### config.mk
export PLATFORM = sky130hd
export DESIGN_NAME = bflash_rdr
export DESIGN_NICKNAME = d
export VERILOG_FILES = /design/src/rtl/bfr_pkg.sv /design/src/rtl/bfr_clkgen.sv /design/src/rtl/bfr_seq.sv /design/src/rtl/bfr_outbuf.sv /design/src/rtl/bflash_rdr.sv
export SDC_FILE = /design/constraint.sdc
export NUM_CORES = 1
export LEC_CHECK = 0
export CORE_MARGIN = 2
export CORE_UTILIZATION = 34
export CTS_CLUSTER_DIAMETER = 60
export CTS_CLUSTER_SIZE = 24
export DETAILED_ROUTE_END_ITERATION = 16
export PLACE_DENSITY = 0.66
export SLEW_MARGIN = 25
export SYNTH_ARGS = -nofsm -noshare
export SYNTH_HDL_FRONTEND = slang
export SYNTH_SLANG_ARGS = --single-unit
### constraint.sdc
create_clock -name clk -period 2.05 [get_ports clk]
set_input_delay 0.41 -clock clk [delete_from_list [all_inputs] [get_ports clk]]
set_output_delay 0.41 -clock clk [all_outputs]
set_load 0.005 [all_outputs]
### src/rtl/bfr_pkg.sv
package bfr_pkg;

  typedef enum logic [1:0] {
    ST_IDLE = 2'd0,
    ST_ADDR = 2'd1,
    ST_WAIT = 2'd2,
    ST_DATA = 2'd3
  } bfr_state_e;

endpackage

### src/rtl/bfr_clkgen.sv
// Phase counter producing the divided flash clock and a period-end strobe.
// The clock is the counter MSB, so DIV must be a power of two (2 or 4).
module bfr_clkgen #(
  parameter int unsigned DIV = 2
) (
  input  logic clk,
  input  logic rst_n,
  input  logic en_i,
  input  logic stall_req_i,
  output logic fclk_o,
  output logic per_end_o
);
  localparam int unsigned PH_W = $clog2(DIV);
  localparam logic [PH_W-1:0] PH_LAST = PH_W'(DIV - 1);

  logic [PH_W-1:0] ph_q;
  logic            at_last;

  assign at_last   = (ph_q == PH_LAST);
  assign per_end_o = en_i && at_last && !stall_req_i;
  assign fclk_o    = ph_q[PH_W-1];

  always_ff @(posedge clk or negedge rst_n) begin
    if (!rst_n) begin
      ph_q <= '0;
    end else if (!en_i) begin
      ph_q <= '0;
    end else if (!(at_last && stall_req_i)) begin
      ph_q <= ph_q + 1'b1;
    end
  end


  frozen_phase_chk: assert property (@(posedge clk) disable iff (!rst_n)
    (en_i && at_last && stall_req_i) |=> fclk_o);

endmodule

### src/rtl/bfr_seq.sv
// Burst sequencer: address strobe period, latency wait, data capture periods.
module bfr_seq
  import bfr_pkg::*;
#(
  parameter int unsigned ADDR_W = 24,
  parameter int unsigned LEN_W  = 8,
  parameter int unsigned LAT    = 4
) (
  input  logic              clk,
  input  logic              rst_n,
  input  logic              start_i,
  input  logic [ADDR_W-1:0] addr_i,
  input  logic [LEN_W-1:0]  len_i,
  input  logic              per_end_i,
  input  logic              can_load_i,
  output bfr_state_e        state_o,
  output logic [ADDR_W-1:0] addr_o,
  output logic              cap_o,
  output logic              stall_req_o,
  output logic              busy_o
);
  bfr_state_e        state_q, state_d;
  logic [ADDR_W-1:0] addr_q;
  logic [LEN_W-1:0]  len_q;
  logic [LEN_W-1:0]  words_q;
  logic              wait_done;
  logic              last_word;
  logic              accept;

  generate
    if (LAT > 1) begin : g_wait
      localparam int unsigned WC_W = (LAT > 2) ? $clog2(LAT) : 1;
      localparam logic [WC_W-1:0] WC_LAST = WC_W'(LAT - 2);
      logic [WC_W-1:0] wcnt_q;
      always_ff @(posedge clk or negedge rst_n) begin
        if (!rst_n) begin
          wcnt_q <= '0;
        end else if (state_q != ST_WAIT) begin
          wcnt_q <= '0;
        end else if (per_end_i) begin
          wcnt_q <= wcnt_q + 1'b1;
        end
      end
      assign wait_done = (wcnt_q == WC_LAST);
    end else begin : g_nowait
      assign wait_done = 1'b1;
    end
  endgenerate

  assign accept      = (state_q == ST_IDLE) && start_i && (len_i != '0);
  assign cap_o       = (state_q == ST_DATA) && per_end_i;
  assign stall_req_o = (state_q == ST_DATA) && !can_load_i;
  assign last_word   = (words_q == len_q - 1'b1);
  assign busy_o      = (state_q != ST_IDLE);
  assign state_o     = state_q;
  assign addr_o      = addr_q;

  always_comb begin
    state_d = state_q;
    case (state_q)
      ST_IDLE: if (accept) state_d = ST_ADDR;
      ST_ADDR: if (per_end_i) state_d = (LAT > 1) ? ST_WAIT : ST_DATA;
      ST_WAIT: if (per_end_i && wait_done) state_d = ST_DATA;
      ST_DATA: if (cap_o && last_word) state_d = ST_IDLE;
      default: state_d = ST_IDLE;
    endcase
  end

  always_ff @(posedge clk or negedge rst_n) begin
    if (!rst_n) begin
      state_q <= ST_IDLE;
      addr_q  <= '0;
      len_q   <= '0;
      words_q <= '0;
    end else begin
      state_q <= state_d;
      if (accept) begin
        addr_q  <= addr_i;
        len_q   <= len_i;
        words_q <= '0;
      end else if (cap_o) begin
        words_q <= words_q + 1'b1;
      end
    end
  end


  cfg_hold_chk: assert property (@(posedge clk) disable iff (!rst_n)
    (busy_o && $past(busy_o)) |-> ($stable(len_q) && $stable(addr_q)));


  word_bound_chk: assert property (@(posedge clk) disable iff (!rst_n)
    busy_o |-> (words_q < len_q));

endmodule

### src/rtl/bfr_outbuf.sv
// One-word output register on the valid/ready stream.
module bfr_outbuf #(
  parameter int unsigned DATA_W = 16
) (
  input  logic              clk,
  input  logic              rst_n,
  input  logic              load_i,
  input  logic [DATA_W-1:0] data_i,
  output logic              can_load_o,
  output logic              m_valid_o,
  output logic [DATA_W-1:0] m_data_o,
  input  logic              m_ready_i
);
  logic              valid_q;
  logic [DATA_W-1:0] data_q;

  assign can_load_o = !valid_q || m_ready_i;
  assign m_valid_o  = valid_q;
  assign m_data_o   = data_q;

  always_ff @(posedge clk or negedge rst_n) begin
    if (!rst_n) begin
      valid_q <= 1'b0;
      data_q  <= '0;
    end else if (load_i) begin
      valid_q <= 1'b1;
      data_q  <= data_i;
    end else if (m_ready_i) begin
      valid_q <= 1'b0;
    end
  end


  stall_hold_chk: assert property (@(posedge clk) disable iff (!rst_n)
    (m_valid_o && !m_ready_i) |=> (m_valid_o && $stable(m_data_o)));


  no_overwrite_chk: assert property (@(posedge clk) disable iff (!rst_n)
    load_i |-> can_load_o);

endmodule

### src/rtl/bflash_rdr.sv
module bflash_rdr
  import bfr_pkg::*;
#(
  parameter int unsigned DATA_W   = 16,
  parameter int unsigned ADDR_W   = 24,
  parameter int unsigned LEN_W    = 8,
  parameter bit          DUAL_DEV = 1'b0,
  parameter int unsigned LAT_CLKS = 4
) (
  input  logic              clk,
  input  logic              rst_n,
  input  logic              start_i,
  input  logic [ADDR_W-1:0] start_addr_i,
  input  logic [LEN_W-1:0]  burst_len_i,
  output logic              busy_o,
  output logic              fl_clk_o,
  output logic              fl_nce_o,
  output logic              fl_noe_o,
  output logic              fl_nwe_o,
  output logic              fl_nadv_o,
  output logic              fl_nrst_o,
  output logic [ADDR_W-1:0] fl_addr_o,
  input  logic [DATA_W-1:0] fl_dq_i,
  output logic              m_valid_o,
  output logic [DATA_W-1:0] m_data_o,
  input  logic              m_ready_i
);
  localparam int unsigned DIV = DUAL_DEV ? 4 : 2;

  bfr_state_e state;
  logic       per_end;
  logic       cap;
  logic       stall_req;
  logic       can_load;
  logic       nrst_q;

  bfr_seq #(
    .ADDR_W (ADDR_W),
    .LEN_W  (LEN_W),
    .LAT    (LAT_CLKS)
  ) seq_i (
    .clk         (clk),
    .rst_n       (rst_n),
    .start_i     (start_i),
    .addr_i      (start_addr_i),
    .len_i       (burst_len_i),
    .per_end_i   (per_end),
    .can_load_i  (can_load),
    .state_o     (state),
    .addr_o      (fl_addr_o),
    .cap_o       (cap),
    .stall_req_o (stall_req),
    .busy_o      (busy_o)
  );

  bfr_clkgen #(
    .DIV (DIV)
  ) clkgen_i (
    .clk         (clk),
    .rst_n       (rst_n),
    .en_i        (busy_o),
    .stall_req_i (stall_req),
    .fclk_o      (fl_clk_o),
    .per_end_o   (per_end)
  );

  bfr_outbuf #(
    .DATA_W (DATA_W)
  ) outbuf_i (
    .clk        (clk),
    .rst_n      (rst_n),
    .load_i     (cap),
    .data_i     (fl_dq_i),
    .can_load_o (can_load),
    .m_valid_o  (m_valid_o),
    .m_data_o   (m_data_o),
    .m_ready_i  (m_ready_i)
  );

  always_ff @(posedge clk or negedge rst_n) begin
    if (!rst_n) nrst_q <= 1'b0;
    else        nrst_q <= 1'b1;
  end

  assign fl_nrst_o = nrst_q;
  assign fl_nwe_o  = 1'b1;
  assign fl_nce_o  = (state == ST_IDLE);
  assign fl_nadv_o = (state != ST_ADDR);
  assign fl_noe_o  = !((state == ST_WAIT) || (state == ST_DATA));


  addr_stable_chk: assert property (@(posedge clk) disable iff (!rst_n)
    (!fl_nce_o && $past(!fl_nce_o)) |-> $stable(fl_addr_o));


  strobe_in_burst_chk: assert property (@(posedge clk) disable iff (!rst_n)
    !fl_nadv_o |-> !fl_nce_o);


  fclk_quiet_chk: assert property (@(posedge clk) disable iff (!rst_n)
    $rose(fl_clk_o) |-> !fl_nce_o);


  release_chk: assert property (@(posedge clk) disable iff (!rst_n)
    $rose(fl_nce_o) |-> (fl_noe_o && fl_nadv_o));

endmodule

==> flow_summary.json, run 1 <==
{
  "status": "finished, final reports clean",
  "worst_clock_skew_ns": 0.00299,
  "hold_path_class": "in2async",
  "cts_tree": "yes",
  "wl_um": 6940,
  "nets": 481,
  "hold_viol": 0,
  "p_switching_mw": 2.05,
  "crit_path_end": "seq_i.state_o[1]",
  "synthesis.instances": 300,
  "cpPeakStageDelay_ns": 0.42,
  "area_delta_synth_final_pct": 56.0,
  "core_area_um2": 8130,
  "setup_viol": 0,
  "grt-ovfl-total": 0,
  "antenna_found_initial": 0,
  "total_power_mw": 6.26,
  "gp_congestion": 0.798,
  "first_global_vias": 2467,
  "synth_most_common_cell": "nand2_1",
  "rsz0062_at_grt": "yes",
  "syn-cell-area_um2": 2810,
  "worstSkewPairLatency_ns": 0.32,
  "cts.clk_slew.worst_paths_ns": 0.07,
  "synthFlopType": "dfrtp_1",
  "end_kind": "flop",
  "cp_slowest_cell": "dfrtp_2",
  "synth_top_cell_area_share_pct": 56.0,
  "worstPathArrival_ns": 2.22,
  "drv_slew": 0,
  "drv_cap": 0,
  "vias": 2429,
  "r2r-end": "seq_i.state_o[1]",
  "p_int_mw": 4.21,
  "synthDistinctLibCells": 38,
  "grt_max_degree": 36,
  "clockBufferDepth": 2,
  "num_rows": 33,
  "cp_max_fo": 4,
  "drive_gt1_share_pct": 14.6,
  "ys_ff_latch": 63,
  "htreeDepth": 3,
  "reg2reg_depth": 9,
  "synth_edf_count": 0,
  "dp_hpwl_um": 4920,
  "portBuffers": 98,
  "p_leak_nw": 2.04,
  "start_util_pct": 34.6,
  "period_share_pct": 98.3,
  "dr.pass1.iters": 4,
  "criticalPathCategory": "reg2reg",
  "yosys.area.top_type": "dfrtp_1",
  "fmax_mhz": 496,
  "viasPerCell": 4.57,
  "path_cells": "inv_2, ha_4, nor2b_4, buf_6, nand3_1, a22oi_1, o21ai_1, a221oi_2, mux2_1",
  "crit_path_start_kind": "flop",
  "pwr-share-seq_pct": 34.6,
  "finalCoreUtilization_pct": 54.0,
  "remaining_drc_errors": 0,
  "yosys_warnings": 0,
  "peakVddDrop_mv": 0.608,
  "powerDensity_nw_per_um2": 1430,
  "synth_seq_area_share_pct": 56.0,
  "netlist_top_cells_area": "dfrtp_1 (56%), nand2_1 (18%), ha_1 (3.1%), xnor2_1 (2.8%), xor2_1 (2.2%)",
  "grt_first_pass_wirelength_um": 11600,
  "crit_start": "seq_i.state_o[1]",
  "r2r_start": "seq_i.state_o[1]",
  "async_reset_ff_share_pct": 100,
  "die-area_um2": 9020,
  "die_height_um": 95.0,
  "avgSynthCellArea_um2": 9.38,
  "cts_root_buf": "clkbuf_8",
  "antenna_left": 0,
  "combPwrFrac_pct": 45.7,
  "die_x_um": 95.0,
  "cts_sinks": 63,
  "cts_buffers": 9,
  "r2r_slack_ns": 0.04,
  "routedWlPerCell_um": 13.1,
  "synth_common_cells": "nand2_1 (132), dfrtp_1 (63), xnor2_1 (9)",
  "num_antenna_cells": 0,
  "switching_share_pct": 32.7,
  "cp.required_ns": 2.25,
  "whs_ns": 0.0399,
  "clockPowerShare_pct": 19.7,
  "grt_usage_pct": 16.6,
  "pin_count": 100,
  "drtIter0Drc": 71,
  "period_minus_slack_ns": 2.01
}
-- area by class of cell --
| cell class | instances | area, um^2 |
|---|---|---|
| fill | 731 | 3740 |
| sequential | 63 | 1580 |
| multi-input combinational | 220 | 1250 |
| timing repair buffer | 120 | 1170 |
| clock buffer | 12 | 165 |
| tap | 105 | 131 |
| clock inverter | 3 | 65.1 |
| inverter | 8 | 32.5 |
-- worst max-delay path, delay by kind of cell, from the launching register on --
family                     cells  cell delay, ns
buffers and inverters          2            0.19
muxes                          1            0.36
adders and majority gates      1            0.17
DFF                            1            0.42
and+or+nand+nor                2            0.25
AOI/OAI and AO/OA              3            0.52
-- power by group through the flow --
stage | combinational [mW] | sequential (mW) | clock [mW]
4_1_cts | 2.81 | 2.16 | 1.28
6_report | 2.86 | 2.16 | 1.24
3_5_place_dp | 2.69 | 2.14 | 0
3_3_place_gp | 2.65 | 2.12 | 0
2_1_floorplan | 1.21 | 2.13 | 0
5_1_grt | 3.18 | 2.23 | 1.34
-- routing by layer --
metal  GRT usage [%]  up-vias  routed length (um)
met3            5.19        4                 451
li1                -     1205                   -
met1            20.5     1155                3100
met4            6.88        0                  60
met5               0        -                   0
met2            27.0       65                3340
-- sequential cells by signal (all words and copies together), names as in the netlist, 2 cells and up --
name	cells
outbuf_i.m_data_o	16
seq_i.addr_o	24
seq_i.g_wait.wcnt_q	2
seq_i.len_q	8
seq_i.state_o	2
seq_i.words_q	8
-- stage by stage --
step | worst slack (ns) | cell area (um^2) | cells | setup TNS [ns]
2_1_floorplan | 0.00283 | 2820 | 301 | 0
3_3_place_gp | -0.184 | 4050 | 512 | -0.654
3_5_place_dp | -0.218 | 4050 | 512 | -1.45
4_1_cts | 0.000151 | 4350 | 528 | 0
5_1_grt | -0.0756 | 4390 | 531 | -0.106
6_report | 0.0350 | 4390 | 531 | 0
-- cells in the final DEF, fill, tap and decap left out, types with 2 or more instances in the layout --
master           count
nor4_1               3
xnor2_1              9
buf_12               2
a21oi_1              4
xor2_1               7
inv_1                4
nor3_1               2
nand4_1              3
buf_4               19
and3_1               2
dfrtp_2              2
nand3b_1             2
o21ai_1              6
nor2_1               8
inv_2                3
dlygate4sd2_1        3
ha_1                 3
nand2b_1             2
ha_4                 3
dfrtp_1             61
clkbuf_8            12
conb_1               2
o21ai_0              2
nand2_1            132
or3_1                2
mux2_1               3
and2_1               3
mux2_2               4
clkdlybuf4s50_1     94
bufinv_16            2
-- cells by family (layout without fill, tap and decap cells) --
kind of cell / Yosys count / count (layout) / synth area share (%)
other: 1 / 2 / 0.133
and+or+nand+nor: 168 / 168 / 25.8
buffers and inverters: 18 / 143 / 2.53
DFF: 63 / 63 / 56.0
AOI/OAI and AO/OA: 19 / 19 / 4.22
adders and majority gates: 7 / 7 / 3.11
muxes: 8 / 8 / 3.16
xor gates and xnor gates: 16 / 16 / 4.98
-- how the worst min path moves through the flow --
| stage | from | to | slack [ns] | cells after the start |
|---|---|---|---|---|
| 4_1_cts | rst_n | outbuf_i.m_data_o[2] | 0.03 | 2 |
| 3_5_place_dp | rst_n | outbuf_i.m_data_o[1] | 0.39 | 2 |
| 2_1_floorplan | rst_n | clkgen_i.fclk_o | 0.11 | 0 |
| 5_1_grt | rst_n | outbuf_i.m_data_o[2] | 0.05 | 2 |
| 6_report | rst_n | outbuf_i.m_data_o[2] | 0.04 | 2 |
| 3_3_place_gp | rst_n | outbuf_i.m_data_o[2] | 0.39 | 2 |
-- repair_timing --
action,in CTS,in global routing
resized for setup,18,7
endpoints found under the setup margin,5,4
hold buffers,0,0
pin swaps,4,4
buffers inserted,1,3
Power figures use the tool's default switching activity.
==> run 2: changes to the inputs <==
Settings changed: ABC_CLOCK_PERIOD_IN_PS set to 2050, CORE_UTILIZATION 34 to 40, PLACE_DENSITY 0.66 to 0.75.
==> run 2 against run 1 <==
Global-route usage grew 1.5 points. Design area down 2.0%. Combinational power barely moved. Sequential power is essentially flat. Routed wire length decreased by 3.5%. Sequential share of layout area up 0.72 points. Hold slack better by 0.034 ns. Cell count shrank 1.5%. Critical path type unchanged. Critical endpoint unchanged. Highest routed layer unchanged.
==> flow_summary.json, run 2 (synthesis gave the netlist of run 1 again) <==
{
  "place_ws_ns": -0.220,
  "area_delta_synth_final_pct": 52.9,
  "end_kind": "flop",
  "cts.clk_slew.worst_paths_ns": 0.07,
  "cp.required_ns": 2.26,
  "crit_start": "seq_i.len_q[0]",
  "drtIter0Drc": 111,
  "gp_congestion": 0.876,
  "worstSkewPairLatency_ns": 0.34,
  "switching_share_pct": 33.8,
  "period_share_pct": 95.7,
  "wl_um": 6700,
  "viasPerCell": 4.62,
  "cts_sinks": 63,
  "antenna_found_initial": 0,
  "first_global_vias": 2402,
  "drv_slew": 0,
  "core_area_um2": 6790,
  "clockPowerShare_pct": 16.9,
  "cts_tree": "yes",
  "r2r-end": "seq_i.state_o[1]",
  "dp_hpwl_um": 4720,
  "clockBufferDepth": 2,
  "num_rows": 30,
  "remaining_drc_errors": 0,
  "antenna_left": 0,
  "grt-ovfl-total": 0,
  "fin_ws_ns": 0.0891,
  "dr.pass1.iters": 4,
  "dpl.cell_count": 506,
  "worst_clock_skew_ns": 0.00785,
  "setup_viol": 0,
  "die_height_um": 87.9,
  "num_antenna_cells": 0,
  "hold_viol": 0,
  "pwr-share-seq_pct": 35.7,
  "grt_usage_pct": 18.1,
  "grt_max_degree": 64,
  "cp_max_fo": 4,
  "combPwrFrac_pct": 47.4,
  "p_int_mw": 3.96,
  "n_fill_cell": 580,
  "fmax_mhz": 510,
  "portBuffers": 98,
  "final_area_um2": 4300,
  "peakVddDrop_mv": 0.624,
  "crit_path_start_kind": "flop",
  "status": "finished, final reports clean",
  "criticalPathCategory": "reg2reg",
  "r2r_start": "seq_i.len_q[0]",
  "vias": 2416,
  "p_switching_mw": 2.02,
  "cts_root_buf": "clkbuf_8",
  "grt_first_pass_wirelength_um": 10700,
  "crit_path_end": "seq_i.state_o[1]",
  "routedWlPerCell_um": 12.8,
  "cts_buffers": 9,
  "drive_gt1_share_pct": 14.1,
  "post_dp_cell_area_um2": 4050,
  "start_util_pct": 41.4,
  "p_leak_nw": 2.01,
  "finalCoreUtilization_pct": 63.3,
  "powerDensity_nw_per_um2": 1390,
  "whs_ns": 0.0735,
  "largest_reg_flops": 24,
  "final_cell_count_no_fill": 523,
  "rsz0062_at_grt": "yes",
  "nets": 482,
  "drv_cap": 0,
  "die-area_um2": 7720,
  "worstPathArrival_ns": 2.17,
  "period_minus_slack_ns": 1.96,
  "htreeDepth": 3,
  "layout_commonest_cell": "nand2_1",
  "reg2reg_depth": 8,
  "die_x_um": 87.9,
  "pin_count": 100,
  "r2r_slack_ns": 0.09,
  "final_cell_mix": "nand2_1 (132), clkdlybuf4s50_1 (93), dfrtp_1 (61)",
  "hold_path_class": "in2async"
}
-- run 2: per-layer routing --
metal  vias to the layer above  share of wire (%)  GRT usage (%)
met5                         -                  0              0
met4                         0                1.3           5.17
met2                        54                 50           30.6
li1                       1202                  -              -
met1                      1151                 44           21.6
met3                         9                5.3           6.88
-- run 2: how the worst min path moves through the flow --
stage	end	slack [ns]	cells after the start
after CTS	seq_i.addr_o[1]	0.08	2
after detailed placement	seq_i.addr_o[1]	0.45	2
after floorplan	clkgen_i.fclk_o	0.11	0
after global routing	seq_i.addr_o[3]	0.09	2
final	seq_i.addr_o[1]	0.07	2
after global placement	seq_i.addr_o[1]	0.45	2
-- run 2: stage by stage --
stage / setup TNS [ns] / total power [mW]
after CTS: -0.127 / 5.95
after floorplan: 0 / 3.34
after global placement: -0.655 / 4.78
final: 0 / 5.99
after global routing: -0.0572 / 6.45
after detailed placement: -1.36 / 4.85
-- run 2: power by group through the flow --
stage / Combinational, mW / Sequential [mW] / Clock, mW
floorplan: 1.21 / 2.13 / 0
global placement: 2.67 / 2.11 / 0
detailed placement: 2.73 / 2.12 / 0
CTS: 2.78 / 2.11 / 1.05
global route: 3.14 / 2.20 / 1.11
finish: 2.84 / 2.14 / 1.01
-- run 2: layout make-up --
| cell class | instances | area, um^2 | area share [%] |
|---|---|---|---|
| multi-input combinational | 220 | 1230 | 28.7 |
| sequential | 63 | 1580 | 36.7 |
| timing repair buffer | 121 | 1160 | 27.0 |
| inverter | 8 | 30.0 | 0.698 |
| clock buffer | 11 | 131 | 3.05 |
| clock inverter | 4 | 47.5 | 1.10 |
| tap | 96 | 120 | 2.79 |
-- run 2: critical path, stage by stage (launching register included) --
cell       delay (ns)
dfrtp_1          0.40
inv_2            0.09
ha_4             0.15
nand2b_4         0.12
a21oi_2          0.05
a311oi_1         0.25
o2111ai_1        0.14
a221oi_2         0.31
mux2_1           0.34
-- run 2: repair_timing --
item	in CTS	in global routing
resized for setup	8	13
setup endpoints to repair	4	3
setup buffers	2	0
hold buffers	0	0
hold endpoints to repair	0	0
pin swaps	3	6
